==> config.mk <==
export PLATFORM = sky130hd
export DESIGN_NAME = sync_serial_xcvr
export DESIGN_NICKNAME = d
export VERILOG_FILES = /design/src/rtl/sio_pkg.sv /design/src/rtl/sio_baud.sv /design/src/rtl/sio_engine.sv /design/src/rtl/sync_serial_xcvr.sv
export SDC_FILE = /design/constraint.sdc
export NUM_CORES = 1
export LEC_CHECK = 0
export BUFFER_PORTS_ARGS = -buffer_cell sky130_fd_sc_hd__buf_4
export CAP_MARGIN = 40
export CORE_MARGIN = 2
export CORE_UTILIZATION = 35
export CTS_CLUSTER_DIAMETER = 30
export DETAILED_ROUTE_END_ITERATION = 16
export GPL_ROUTABILITY_DRIVEN = 0
export GPL_TIMING_DRIVEN = 0
export PLACE_DENSITY = 0.5
export SLEW_MARGIN = 20
export SYNTH_ARGS = -nofsm -noshare
export SYNTH_HDL_FRONTEND = slang
export SYNTH_SLANG_ARGS = --single-unit
==> constraint.sdc <==
create_clock -name clk -period 2.81 [get_ports clk]
set_clock_uncertainty 0.1 [all_clocks]
set_input_delay 0.562 -clock clk [delete_from_list [all_inputs] [get_ports clk]]
set_output_delay 0.562 -clock clk [all_outputs]
set_load 0.02 [all_outputs]
==> src/rtl/sio_pkg.sv <==
package sio_pkg;
  localparam int SIO_W = 8;

  localparam logic [1:0] A_CFG  = 2'd0;
  localparam logic [1:0] A_IEN  = 2'd1;
  localparam logic [1:0] A_DATA = 2'd2;
  localparam logic [1:0] A_STAT = 2'd3;

  localparam int IE_RX   = 0;
  localparam int IE_TX   = 1;
  localparam int IE_IDLE = 2;
  localparam int IE_CLR  = 7;

  typedef struct packed {
    logic sdo_oe;
    logic sck_oe;
    logic lsb_first;
    logic clk_inv;
    logic spi_mode;
    logic slave;
    logic rx_en;
    logic tx_en;
  } sio_cfg_t;
endpackage

==> src/rtl/sio_baud.sv <==
module sio_baud #(
  parameter int DIV_W = 8
) (
  input  logic             clk,
  input  logic             rst_n,
  input  logic             run,
  input  logic [DIV_W-1:0] div,
  output logic             tick
);
  logic [DIV_W-1:0] cnt_q, cnt_d;

  always_comb begin
    tick  = run && (cnt_q == div);
    cnt_d = (!run || tick) ? '0 : cnt_q + 1'b1;
  end

  always_ff @(posedge clk or negedge rst_n) begin
    if (!rst_n) cnt_q <= '0;
    else        cnt_q <= cnt_d;
  end
endmodule

==> src/rtl/sio_engine.sv <==
module sio_engine #(
  parameter int W = 8
) (
  input  logic         clk,
  input  logic         rst_n,
  input  logic         start,
  input  logic [W-1:0] tx_byte,
  input  logic         slave,
  input  logic         spi,
  input  logic         lsb,
  input  logic         m_tick,
  input  logic         s_edge,
  input  logic         s_level,
  input  logic         sdi,
  output logic         busy,
  output logic         phase,
  output logic         sdo_bit,
  output logic         done,
  output logic [W-1:0] rx_byte
);
  localparam int CW = (W > 1) ? $clog2(W) : 1;

  logic          busy_q, busy_d;
  logic          ph_q, ph_d;
  logic [CW-1:0] cnt_q, cnt_d;
  logic [W-1:0]  tsh_q, tsh_d;
  logic [W-1:0]  rsh_q, rsh_d, rsh_new;
  logic          edge_ev, ph_new, lead, trail, smp, shf;

  always_comb begin
    edge_ev = busy_q && (slave ? s_edge : m_tick);
    ph_new  = slave ? s_level : ~ph_q;
    lead    = edge_ev && ph_new;
    trail   = edge_ev && !ph_new;
    // normal scheme: sample on trailing, drive on leading (not the first)
    // SPI scheme: sample on leading, drive on trailing
    smp     = spi ? lead : trail;
    shf     = spi ? trail : (lead && (cnt_q != '0));
    rsh_new = lsb ? {sdi, rsh_q[W-1:1]} : {rsh_q[W-2:0], sdi};
    done    = trail && (cnt_q == CW'(W-1));
    rx_byte = smp ? rsh_new : rsh_q;

    busy_d = busy_q;
    if (start)     busy_d = 1'b1;
    else if (done) busy_d = 1'b0;

    ph_d = ph_q;
    if (start)        ph_d = 1'b0;
    else if (edge_ev) ph_d = ph_new;

    cnt_d = cnt_q;
    if (start || done) cnt_d = '0;
    else if (trail)    cnt_d = cnt_q + 1'b1;

    tsh_d = tsh_q;
    if (start)    tsh_d = tx_byte;
    else if (shf) tsh_d = lsb ? {1'b1, tsh_q[W-1:1]} : {tsh_q[W-2:0], 1'b1};

    rsh_d = smp ? rsh_new : rsh_q;
  end

  always_ff @(posedge clk or negedge rst_n) begin
    if (!rst_n) begin
      busy_q <= 1'b0;
      ph_q   <= 1'b0;
      cnt_q  <= '0;
      tsh_q  <= '1;
      rsh_q  <= '0;
    end else begin
      busy_q <= busy_d;
      ph_q   <= ph_d;
      cnt_q  <= cnt_d;
      tsh_q  <= tsh_d;
      rsh_q  <= rsh_d;
    end
  end

  assign busy    = busy_q;
  assign phase   = ph_q;
  assign sdo_bit = lsb ? tsh_q[0] : tsh_q[W-1];
endmodule

==> src/rtl/sync_serial_xcvr.sv <==
module sync_serial_xcvr
  import sio_pkg::*;
#(
  parameter int DIV_W  = 8,
  parameter int SYNC_N = 2
) (
  input  logic       clk,
  input  logic       rst_n,
  input  logic       reg_wr,
  input  logic       reg_rd,
  input  logic [1:0] reg_addr,
  input  logic [7:0] reg_wdata,
  output logic [7:0] reg_rdata,
  input  logic       sck_in,
  input  logic       sdi,
  output logic       sck_out,
  output logic       sdo_out,
  output logic       irq_rx,
  output logic       irq_tx,
  output logic       irq_idle
);
  localparam int W = SIO_W;

  // reset: asserted asynchronously, released on the clock
  logic [1:0] rsync_q;
  logic       rst_ni;
  always_ff @(posedge clk or negedge rst_n) begin
    if (!rst_n) rsync_q <= 2'b00;
    else        rsync_q <= {rsync_q[0], 1'b1};
  end
  assign rst_ni = rsync_q[1];

  // external clock synchronizer with one extra stage for edge detection
  logic [SYNC_N:0] ssync_q;
  always_ff @(posedge clk or negedge rst_ni) begin
    if (!rst_ni) ssync_q <= '0;
    else         ssync_q <= {ssync_q[SYNC_N-1:0], sck_in};
  end

  sio_cfg_t         cfg_q, cfg_d;
  logic [2:0]       ien_q, ien_d;
  logic [DIV_W-1:0] div_q, div_d;
  logic [W-1:0]     txh_q, txh_d, rxh_q, rxh_d;
  logic             tx_empty_q, tx_empty_d, rx_full_q, rx_full_d, ovr_q, ovr_d;

  logic wr_cfg, wr_ien, wr_data, wr_div, rd_data, err_clr;
  logic idle_lvl, s_edge, s_level, start, m_tick, busy, phase, sdo_bit, done, bus_idle;
  logic [W-1:0] rx_byte;

  always_comb begin
    wr_cfg   = reg_wr && (reg_addr == A_CFG);
    wr_ien   = reg_wr && (reg_addr == A_IEN);
    wr_data  = reg_wr && (reg_addr == A_DATA);
    wr_div   = reg_wr && (reg_addr == A_STAT);
    rd_data  = reg_rd && (reg_addr == A_DATA);
    err_clr  = wr_ien && reg_wdata[IE_CLR];
    idle_lvl = ~cfg_q.clk_inv;
    s_level  = ssync_q[SYNC_N-1] ^ idle_lvl;
    s_edge   = ssync_q[SYNC_N-1] ^ ssync_q[SYNC_N];
    start    = cfg_q.tx_en && !tx_empty_q && !busy;
    bus_idle = !busy && tx_empty_q;
  end

  sio_baud #(.DIV_W(DIV_W)) i_baud (
    .clk(clk), .rst_n(rst_ni), .run(busy && !cfg_q.slave), .div(div_q), .tick(m_tick)
  );

  sio_engine #(.W(W)) i_engine (
    .clk(clk), .rst_n(rst_ni), .start(start), .tx_byte(txh_q),
    .slave(cfg_q.slave), .spi(cfg_q.spi_mode), .lsb(cfg_q.lsb_first),
    .m_tick(m_tick), .s_edge(s_edge), .s_level(s_level), .sdi(sdi),
    .busy(busy), .phase(phase), .sdo_bit(sdo_bit), .done(done), .rx_byte(rx_byte)
  );

  always_comb begin
    cfg_d = wr_cfg ? sio_cfg_t'(reg_wdata) : cfg_q;
    ien_d = wr_ien ? reg_wdata[2:0] : ien_q;
    div_d = wr_div ? reg_wdata[DIV_W-1:0] : div_q;
    txh_d = wr_data ? reg_wdata : txh_q;

    tx_empty_d = tx_empty_q;
    if (wr_data)    tx_empty_d = 1'b0;
    else if (start) tx_empty_d = 1'b1;

    rxh_d     = rxh_q;
    rx_full_d = rx_full_q;
    if (done && cfg_q.rx_en && !rx_full_q) begin
      rxh_d     = rx_byte;
      rx_full_d = 1'b1;
    end else if (rd_data) begin
      rx_full_d = 1'b0;
    end

    ovr_d = ovr_q;
    if (err_clr)                               ovr_d = 1'b0;
    else if (done && cfg_q.rx_en && rx_full_q) ovr_d = 1'b1;
  end

  always_ff @(posedge clk or negedge rst_ni) begin
    if (!rst_ni) begin
      cfg_q      <= '0;
      ien_q      <= '0;
      div_q      <= '0;
      txh_q      <= '0;
      rxh_q      <= '0;
      tx_empty_q <= 1'b1;
      rx_full_q  <= 1'b0;
      ovr_q      <= 1'b0;
    end else begin
      cfg_q      <= cfg_d;
      ien_q      <= ien_d;
      div_q      <= div_d;
      txh_q      <= txh_d;
      rxh_q      <= rxh_d;
      tx_empty_q <= tx_empty_d;
      rx_full_q  <= rx_full_d;
      ovr_q      <= ovr_d;
    end
  end

  always_comb begin
    case (reg_addr)
      A_CFG:   reg_rdata = cfg_q;
      A_IEN:   reg_rdata = {5'b0, ien_q};
      A_DATA:  reg_rdata = rxh_q;
      default: reg_rdata = {4'b0, ovr_q, bus_idle, tx_empty_q, rx_full_q};
    endcase
  end

  assign sck_out  = (cfg_q.sck_oe && !cfg_q.slave) ? (idle_lvl ^ phase) : idle_lvl;
  assign sdo_out  = cfg_q.sdo_oe ? sdo_bit : 1'b1;
  assign irq_rx   = ien_q[IE_RX] && rx_full_q;
  assign irq_tx   = ien_q[IE_TX] && tx_empty_q;
  assign irq_idle = ien_q[IE_IDLE] && bus_idle;
endmodule

Word level (Yosys, flattened, before mapping):

Index checks and enable logic that the tools add are counted.

* bits in registers: 72
* bits in latches: 0
* memory bits (writable): 0
* bits in read-only memories: 0
* output and inout port bits: 13
* word-level logic and storage cells: 101
* memories kept: 0

* $add $sub $neg: 2
* multipliers: 0
* div/mod/pow operators: 0
* magnitude comparators: 0
* eq/ne operators: 5
* shift-type cells: 0
* muxes and demuxes: 26
* bitwise operators: 5
* reduce and logical (&&, ||, !) cells: 40

Operator list (count)
* 8-bit two-way mux: 6
* 8-bit case mux with 3 select lines: 1
* 1-bit logical AND: 23
* 1-bit two-way mux: 17
* 2-bit nonzero test: 7
* 8-bit by 1-bit adder with 8-bit output (second input constant): 1
* 8-bit equality test: 1
* 1-bit logical NOT: 6
* 3-bit two-way mux: 2
* 2-bit equality test (second input constant): 2
* 3-bit by 1-bit adder with 3-bit output (second input constant): 1
* 3-bit equality test (second input constant): 1
* 3-bit nonzero test: 1
* 1-bit bitwise XOR: 3
* 2-bit by 1-bit equality test with 1-bit output (second input constant): 1
* 2-bit logical NOT: 1
* 1-bit logical OR: 2
* 1-bit NOT: 2

Depth between registers and ports, before layout:

Gate-level depths: netlist (run 1).

* word-level depth: 11
* mapped depth: 7

Cells and area by module:

From an unflattened synthesis (run 1), not the netlist that was laid out.

* cells, all modules: 294
* area, all modules: 3689.8 sq um

By module, submodules not included
* sync_serial_xcvr: times used 1, cells an instance 120, area each 1825.5 sq um, sequential area each 1077.3 sq um
* sio_engine: times used 1, cells an instance 128, area each 1363.8 sq um, sequential area each 535.5 sq um
* sio_baud: times used 1, cells an instance 46, area each 500.5 sq um, sequential area each 200.2 sq um

Worst setup path before layout (run 1):

Ideal clock, no wire load.

* kind: input port to output port
* start: input reg_addr[1]
* end: output reg_rdata[2]
* arrival: 1767 ps
* path slack: 381 ps
* stages: 3
* path buffers: 2
* path through: clkbuf_1 clkbuf_1 mux4_2

* word-level cells in the longest chain between the ends: 2
* elaborated cells on any way between the ends: 4

RTL lines
* start, declared: line sync_serial_xcvr.sv:11 `input logic [1:0] reg_addr,`
* 2-bit equality test (tied with other cells): line sync_serial_xcvr.sv:122 `case (reg_addr)`
* 8-bit case mux with 3 select lines (*): line sync_serial_xcvr.sv:122
* end, declared: line sync_serial_xcvr.sv:13 `output logic [7:0] reg_rdata,`

Every way passes the cells marked *; elsewhere a longest branch is shown, timed or not.

Worst setup path in the final report (run 1):

Same ends and word-level chain as after synthesis.

==> results of run 1 <==
==> layout by cell type, fill, tap and decap left out, types with 2 or more instances in the layout <==
cell and n:
dfrtp_1 62, mux2_2 60, buf_4 28, nor2_1 17, nand2_1 16, xor2_1 15, o21ai_0 10, clkbuf_8 9
dfstp_2 9, clkbuf_1 8, inv_1 7, mux2i_1 7, nand3_1 7, a21oi_1 7, o31ai_1 7, nor2b_1 5
nand3b_1 4, ha_1 4, mux4_2 3, buf_2 3, o21a_1 3, and3_1 3, mux2_1 3, and2_1 3
clkbuf_2 2, nor4_4 2, a21o_1 2, nor4_1 2, a211oi_1 2, nor3_1 2, clkinv_2 2
==> power by group <==
part / total (mW) / switching [mW] / leakage, nW / internal [mW]
Clock: 0.701 / 0.380 / 0.0814 / 0.321
Combinational: 1.21 / 0.613 / 0.917 / 0.602
Sequential: 1.59 / 0.248 / 0.884 / 1.34
==> state kept, by name, indices dropped and copies added, names as in the netlist, 3 cells and up <==
name / cells
i_engine.rsh_q: 8
rxh_q: 8
ssync_q: 3
div_q: 8
cfg_q: 8
i_baud.cnt_q: 8
i_engine.tsh_q: 8
txh_q: 8
ien_q: 3
i_engine.cnt_q: 3
==> Yosys cell counts (all sizes together), types with 3 or more instances <==
library cell / n
nor4: 5
nand2: 16
o31ai: 7
mux2i: 7
inv: 7
buf: 4
nand3: 7
o21ai: 11
xor2: 16
and2: 3
mux4: 3
clkbuf: 7
mux2: 63
nor2b: 5
o21a: 3
and3: 3
dfrtp: 63
a21oi: 9
nand3b: 4
dfstp: 9
nor2: 17
ha: 4
==> path summary, 6_finish.rpt <==
path	to	slack, ns	depth (start not counted)
setup reg to reg	rxh_q[0]	0.34	5
max in group asynchronous	i_engine.tsh_q[7]	1.80	1
setup / recovery	reg_rdata[2]	0.30	4
hold reg to reg	div_q[5]	0.17	0
hold / removal	div_q[5]	0.17	0
min in group clk	ssync_q[0]	0.23	1
==> per-layer routing <==
metal,vias to the layer above,part of all wire,track usage
li1,1133,-,-
met1,1188,0.50,0.219
met2,35,0.46,0.233
met3,6,0.033,0.0334
met4,0,0.0093,0.0508
met5,-,0,0
==> metrics by stage <==
stage | instances | total power [mW] | instance area [sq um]
6_report | 475 | 3.50 | 4200
2_1_floorplan | 294 | 2.46 | 3630
3_5_place_dp | 459 | 2.82 | 4040
4_1_cts | 476 | 3.54 | 4210
3_3_place_gp | 457 | 2.80 | 4000
5_1_grt | 475 | 3.74 | 4200
==> logic make-up (layout without fill, tap and decap cells) <==
family                     count (synthesis)  after routing
muxes                                     73             73
DFF                                       72             72
and+or+nand+nor                           67             67
AOI/OAI and AO/OA                         41             41
xor gates and xnor gates                  18             18
buffers and inverters                     18             63
adders and majority gates                  4              4
other                                      1              1
==> critical path, stage by stage <==
cell and delay, ns:
clkbuf_1 0.21, clkbuf_2 0.34, mux4_2 0.56, buf_4 0.17
==> area by class of cell <==
type	count	area (sq um)	share of cell area
Sequential cell	72	1820	0.432
Multi-Input combinational cell	204	1740	0.414
Timing Repair Buffer	30	248	0.0589
Tap cell	136	170	0.0405
Clock buffer	13	139	0.0330
Buffer	10	43.8	0.0104
Inverter	7	26.3	0.00625
Clock inverter	3	18.8	0.00446
==> what timing repair did <==
action / CTS / global route
setup buffers: 0 / 0
setup endpoints to repair: 0 / 3
endpoints found under the hold margin: 2 / 0
resized for setup: 0 / 4
hold buffers: 1 / 0
==> summary.md, run 1 <==
| Metric | Value |
|---|---|
| Syn_area_per_cell | 12.3 sq um |
| Total clock sinks | 72 |
| Full die area | 11200 sq um |
| Finished Core Util | 0.413 |
| Syn nets | 314 |
| Critical Path Source Type | input port |
| H-Tree Depth | 3 |
| Worst-Margin Slew | 0.742 ns |
| Hold WS | 0.171 ns |
| Yosys top cell area share | 0.435 |
| HPWL after detailed placement | 5.75 mm |
| Total grt overflow | 0 |
| Slew Viols, Final | 0 |
| Seq cells post-synth | 72 |
| Initial Utilization | 0.356 |
| Setup CP Type | in2out |
| RSZ-0062 raised after global routing | false |
| Synth Instances | 294 |
| Number of DRC markers in iteration 0 | 73 |
| Top achievable clock speed | 398 MHz |
| # rows | 37 |
| Distinct cell type count after synthesis | 48 |
| Fin. Hold Viols | 0 |
| Worst-path clk slew | 0.07 ns |
| Worst VDD drop | 0.363 mV |
| Clock latency on the worst-skew pair | 0.34 ns |
| Total number of vias | 2362 |
| Final Cycle Share | 0.893 |
| Register area share after synthesis | 0.500 |
| Area share of fa/ha/maj cells after synthesis | 0.0138 |
| Vias in the first global route | 2438 |
| Synth Area in Compound Gates | 0.0776 |
| Largest family of logic cells by synthesized area | multiplexers |
| Pre-CTS setup slack | 0.0751 ns |
| Ranking of synthesized cells by area | dfrtp_1 (43%), mux2_2 (19%), dfstp_2 (6.5%), xor2_1 (3.6%), mux2i_1 (1.9%) |
| Most area-hungry cell type in the Yosys netlist | dfrtp_1 |
| CTS tree | yes |
| Final min period | 2.51 ns |
| Die X | 106 um |
| Tightest Hold Check Type | reg2async |
| Ys flop type | dfrtp_1 |
| Slew HR | 0.502 |
| CP Capture Type | output port |
| Share of cells above drive strength 1 | 0.378 |
| Vias/cell | 4.97 |
| Die Y | 106 um |
| TritonCTS Buffers | 9 |
| Nets | 354 |
| CTS Buffer Depth | 2 |
| Req. time, crit path | 2.15 ns |
| Setup TNS | 0 ns |
| ANT nets after route | 0 |
| Max cap viols | 0 |
| Status | finished clean |
| Post-synthesis xor/xnor area fraction | 0.0507 |
| DRC Markers | 0 |
| Mapped Area | 3630 sq um |
| Root buffer cell | clkbuf_8 |
| # port buffers | 27 |
| CP Max Fanout | 10 |
| Drt first pass iters | 4 |
| Async S/R FF share, synth | 1.00 |
| Post-synthesis mux area share | 0.234 |
| Io pins | 29 |
| Yosys warning count | 0 |
| Largest net degree at the start of global routing | 43 |
| Post-Synth Simple-Gate Area | 0.104 |
| Core footprint | 10200 sq um |
| Crit path launch | reg_addr[1] |
| Area Overhead vs Synth | 15.9% |
| Fillers | 1001 |
| Lkg Pwr | 1.88 nW |
| ANT cells | 0 |
| Antenna violations before repair | 0 |
| Final worst slack | 0.300 ns |
| GR Util All Layers | 0.154 |
| WL/cell | 16.7 um |
| Global-route wire length before repair | 13.2 mm |
| Critical R2R Launch | i_baud.cnt_q[7] |
| Post-Route WL | 7.94 mm |
| Pwr per Cell Area | 833 nW/um^2 |
| Final setup fails | 0 |
| Number of enable flip-flop cells after synthesis | 0 |
| Worst EP arrival | 1.85 ns |
Note: power is estimated with default switching activity, not from simulation.
==> inputs of run 2 (changes only) <==
clock period = 2.4 ns   (was 2.81 ns; I/O delays follow)
==> summary.md, run 2 (synthesized netlist as in run 1, its figures left out) <==
| Metric | Value |
|---|---|
| Status | finished clean |
| Clock latency on the worst-skew pair | 0.34 ns |
| Nets | 355 |
| Max cap viols | 0 |
| Area Overhead vs Synth | 17.3% |
| Setup TNS | 0 ns |
| Pwr per Cell Area | 970 nW/um^2 |
| Fin. Hold Viols | 0 |
| Drt first pass iters | 4 |
| Post-Route WL | 7.91 mm |
| Setup CP Type | in2out |
| Final min period | 2.28 ns |
| Share of cells above drive strength 1 | 0.391 |
| Antenna violations before repair | 0 |
| Worst r2r path cells | 7 |
| Total clock sinks | 72 |
| Initial Utilization | 0.356 |
| Worst-Margin Slew | 0.721 ns |
| Number of DRC markers in iteration 0 | 78 |
| RR Endpoint | i_engine.rsh_q[2] |
| Setup slack, reg-to-reg | 0.13 ns |
| Critical Path Sink | reg_rdata[2] |
| Worst path bufs/invs | 3 |
| Root buffer cell | clkbuf_8 |
| ANT nets after route | 0 |
| Total grt overflow | 0 |
| Vias/cell | 4.97 |
| Die Y | 106 um |
| Pre-CTS setup slack | -0.171 ns |
| Io pins | 29 |
| Die X | 106 um |
| Hold WS | 0.146 ns |
| DRC Markers | 0 |
| RSZ-0062 raised after global routing | false |
| Largest net degree at the start of global routing | 43 |
| Crit path max-delay family | buffers and inverters |
| Req. time, crit path | 1.82 ns |
| Slowest-stage cell, CP | mux4_2 |
| Most frequent cells in the layout | dfrtp_1 (61), mux2_2 (60), buf_4 (28) |
| # port buffers | 27 |
| Total number of vias | 2364 |
| H-Tree Depth | 3 |
| Worst EP arrival | 1.70 ns |
| CTS tree | yes |
| Global-route wire length before repair | 13.1 mm |
| Crit path depth | 4 |
| Tightest Hold Check Type | in2reg |
| CTS Buffer Depth | 2 |
| Final Cycle Share | 0.951 |
| Slew HR | 0.514 |
| Final worst slack | 0.118 ns |
| Commonest non-fill, non-tap cell in the layout | dfrtp_1 |
| Core footprint | 10200 sq um |
| Worst VDD drop | 0.425 mV |
| Full die area | 11200 sq um |
| Worst-path clk slew | 0.07 ns |
| Finished Core Util | 0.418 |
| ANT cells | 0 |
| Crit path launch | reg_addr[1] |
| Vias in the first global route | 2433 |
| TritonCTS Buffers | 9 |
| WL/cell | 16.6 um |
| GR Util All Layers | 0.153 |
| Critical R2R Launch | i_baud.cnt_q[2] |
| CP Max Fanout | 10 |
| Slew Viols, Final | 0 |
| Final setup fails | 0 |
| CP Cell Sequence | clkbuf_1 -> clkbuf_4 -> mux4_2 -> buf_4 |
| CP Capture Type | output port |
| Lkg Pwr | 1.89 nW |
| Critical Path Source Type | input port |
| Crit path largest cell delay | 0.54 ns |
| HPWL after detailed placement | 5.75 mm |
| Top achievable clock speed | 438 MHz |
| # rows | 37 |
[run 2: area by class of cell]
cell class / instances / area [sq um]
buffer: 10 / 51.3
clock buffer: 13 / 139
clock inverter: 3 / 18.8
timing repair buffer: 31 / 268
sequential: 72 / 1820
multi-input combinational: 204 / 1760
inverter: 7 / 26.3
fill: 995 / 5930
tap: 136 / 170
[run 2: through the flow]
step / cell area, sq um / power [mW] / std cells
after global placement: 4000 / 3.28 / 457
after floorplan: 3630 / 2.88 / 294
after CTS: 4210 / 4.15 / 475
after detailed placement: 4040 / 3.31 / 459
after global routing: 4250 / 4.41 / 476
final: 4250 / 4.13 / 476
[run 2: how the worst min path moves through the flow]
stage / from / end / slack [ns] / depth (start not counted)
5_1_grt: sck_in / ssync_q[0] / 0.13 / 1
3_5_place_dp: rst_n / rsync_q[0] / 0.16 / 1
6_report: sck_in / ssync_q[0] / 0.15 / 1
2_1_floorplan: rst_n / rsync_q[0] / 0.08 / 0
3_3_place_gp: rst_n / rsync_q[0] / 0.16 / 1
4_1_cts: sck_in / ssync_q[0] / 0.13 / 1
[run 2: layer usage]
| metal | part of all wire | vias up | routed length (um) | track usage |
|---|---|---|---|---|
| li1 | - | 1135 | - | - |
| met1 | 0.49 | 1191 | 3890 | 0.218 |
| met2 | 0.46 | 32 | 3680 | 0.232 |
| met3 | 0.035 | 6 | 274 | 0.0334 |
| met4 | 0.0090 | 0 | 71 | 0.0508 |
| met5 | 0 | - | 0 | 0 |
[run 2: worst reg2reg max path: cells and delay by family (launching register included)]
kind                      cells  cell delay, ns
buffers and inverters         2            0.39
muxes                         1            0.34
and+or+nand+nor               2            0.53
AOI/OAI and AO/OA             1            0.17
xor gates and xnor gates      1            0.19
DFF                           1            0.44
[run 2: what timing repair did]
action	4_1_cts	5_1_grt
hold buffers	1	0
setup endpoints to repair	11	25
pin swaps	1	1
hold endpoints to repair	2	0
resized for setup	3	9
buffers inserted	0	1
gates cloned	0	0
[run 2: power breakdown]
group,total [mW],switching (mW),internal (mW),leakage (nW)
Sequential,1.86,0.290,1.57,0.883
Combinational,1.45,0.727,0.721,0.930
Clock,0.820,0.444,0.376,0.0814
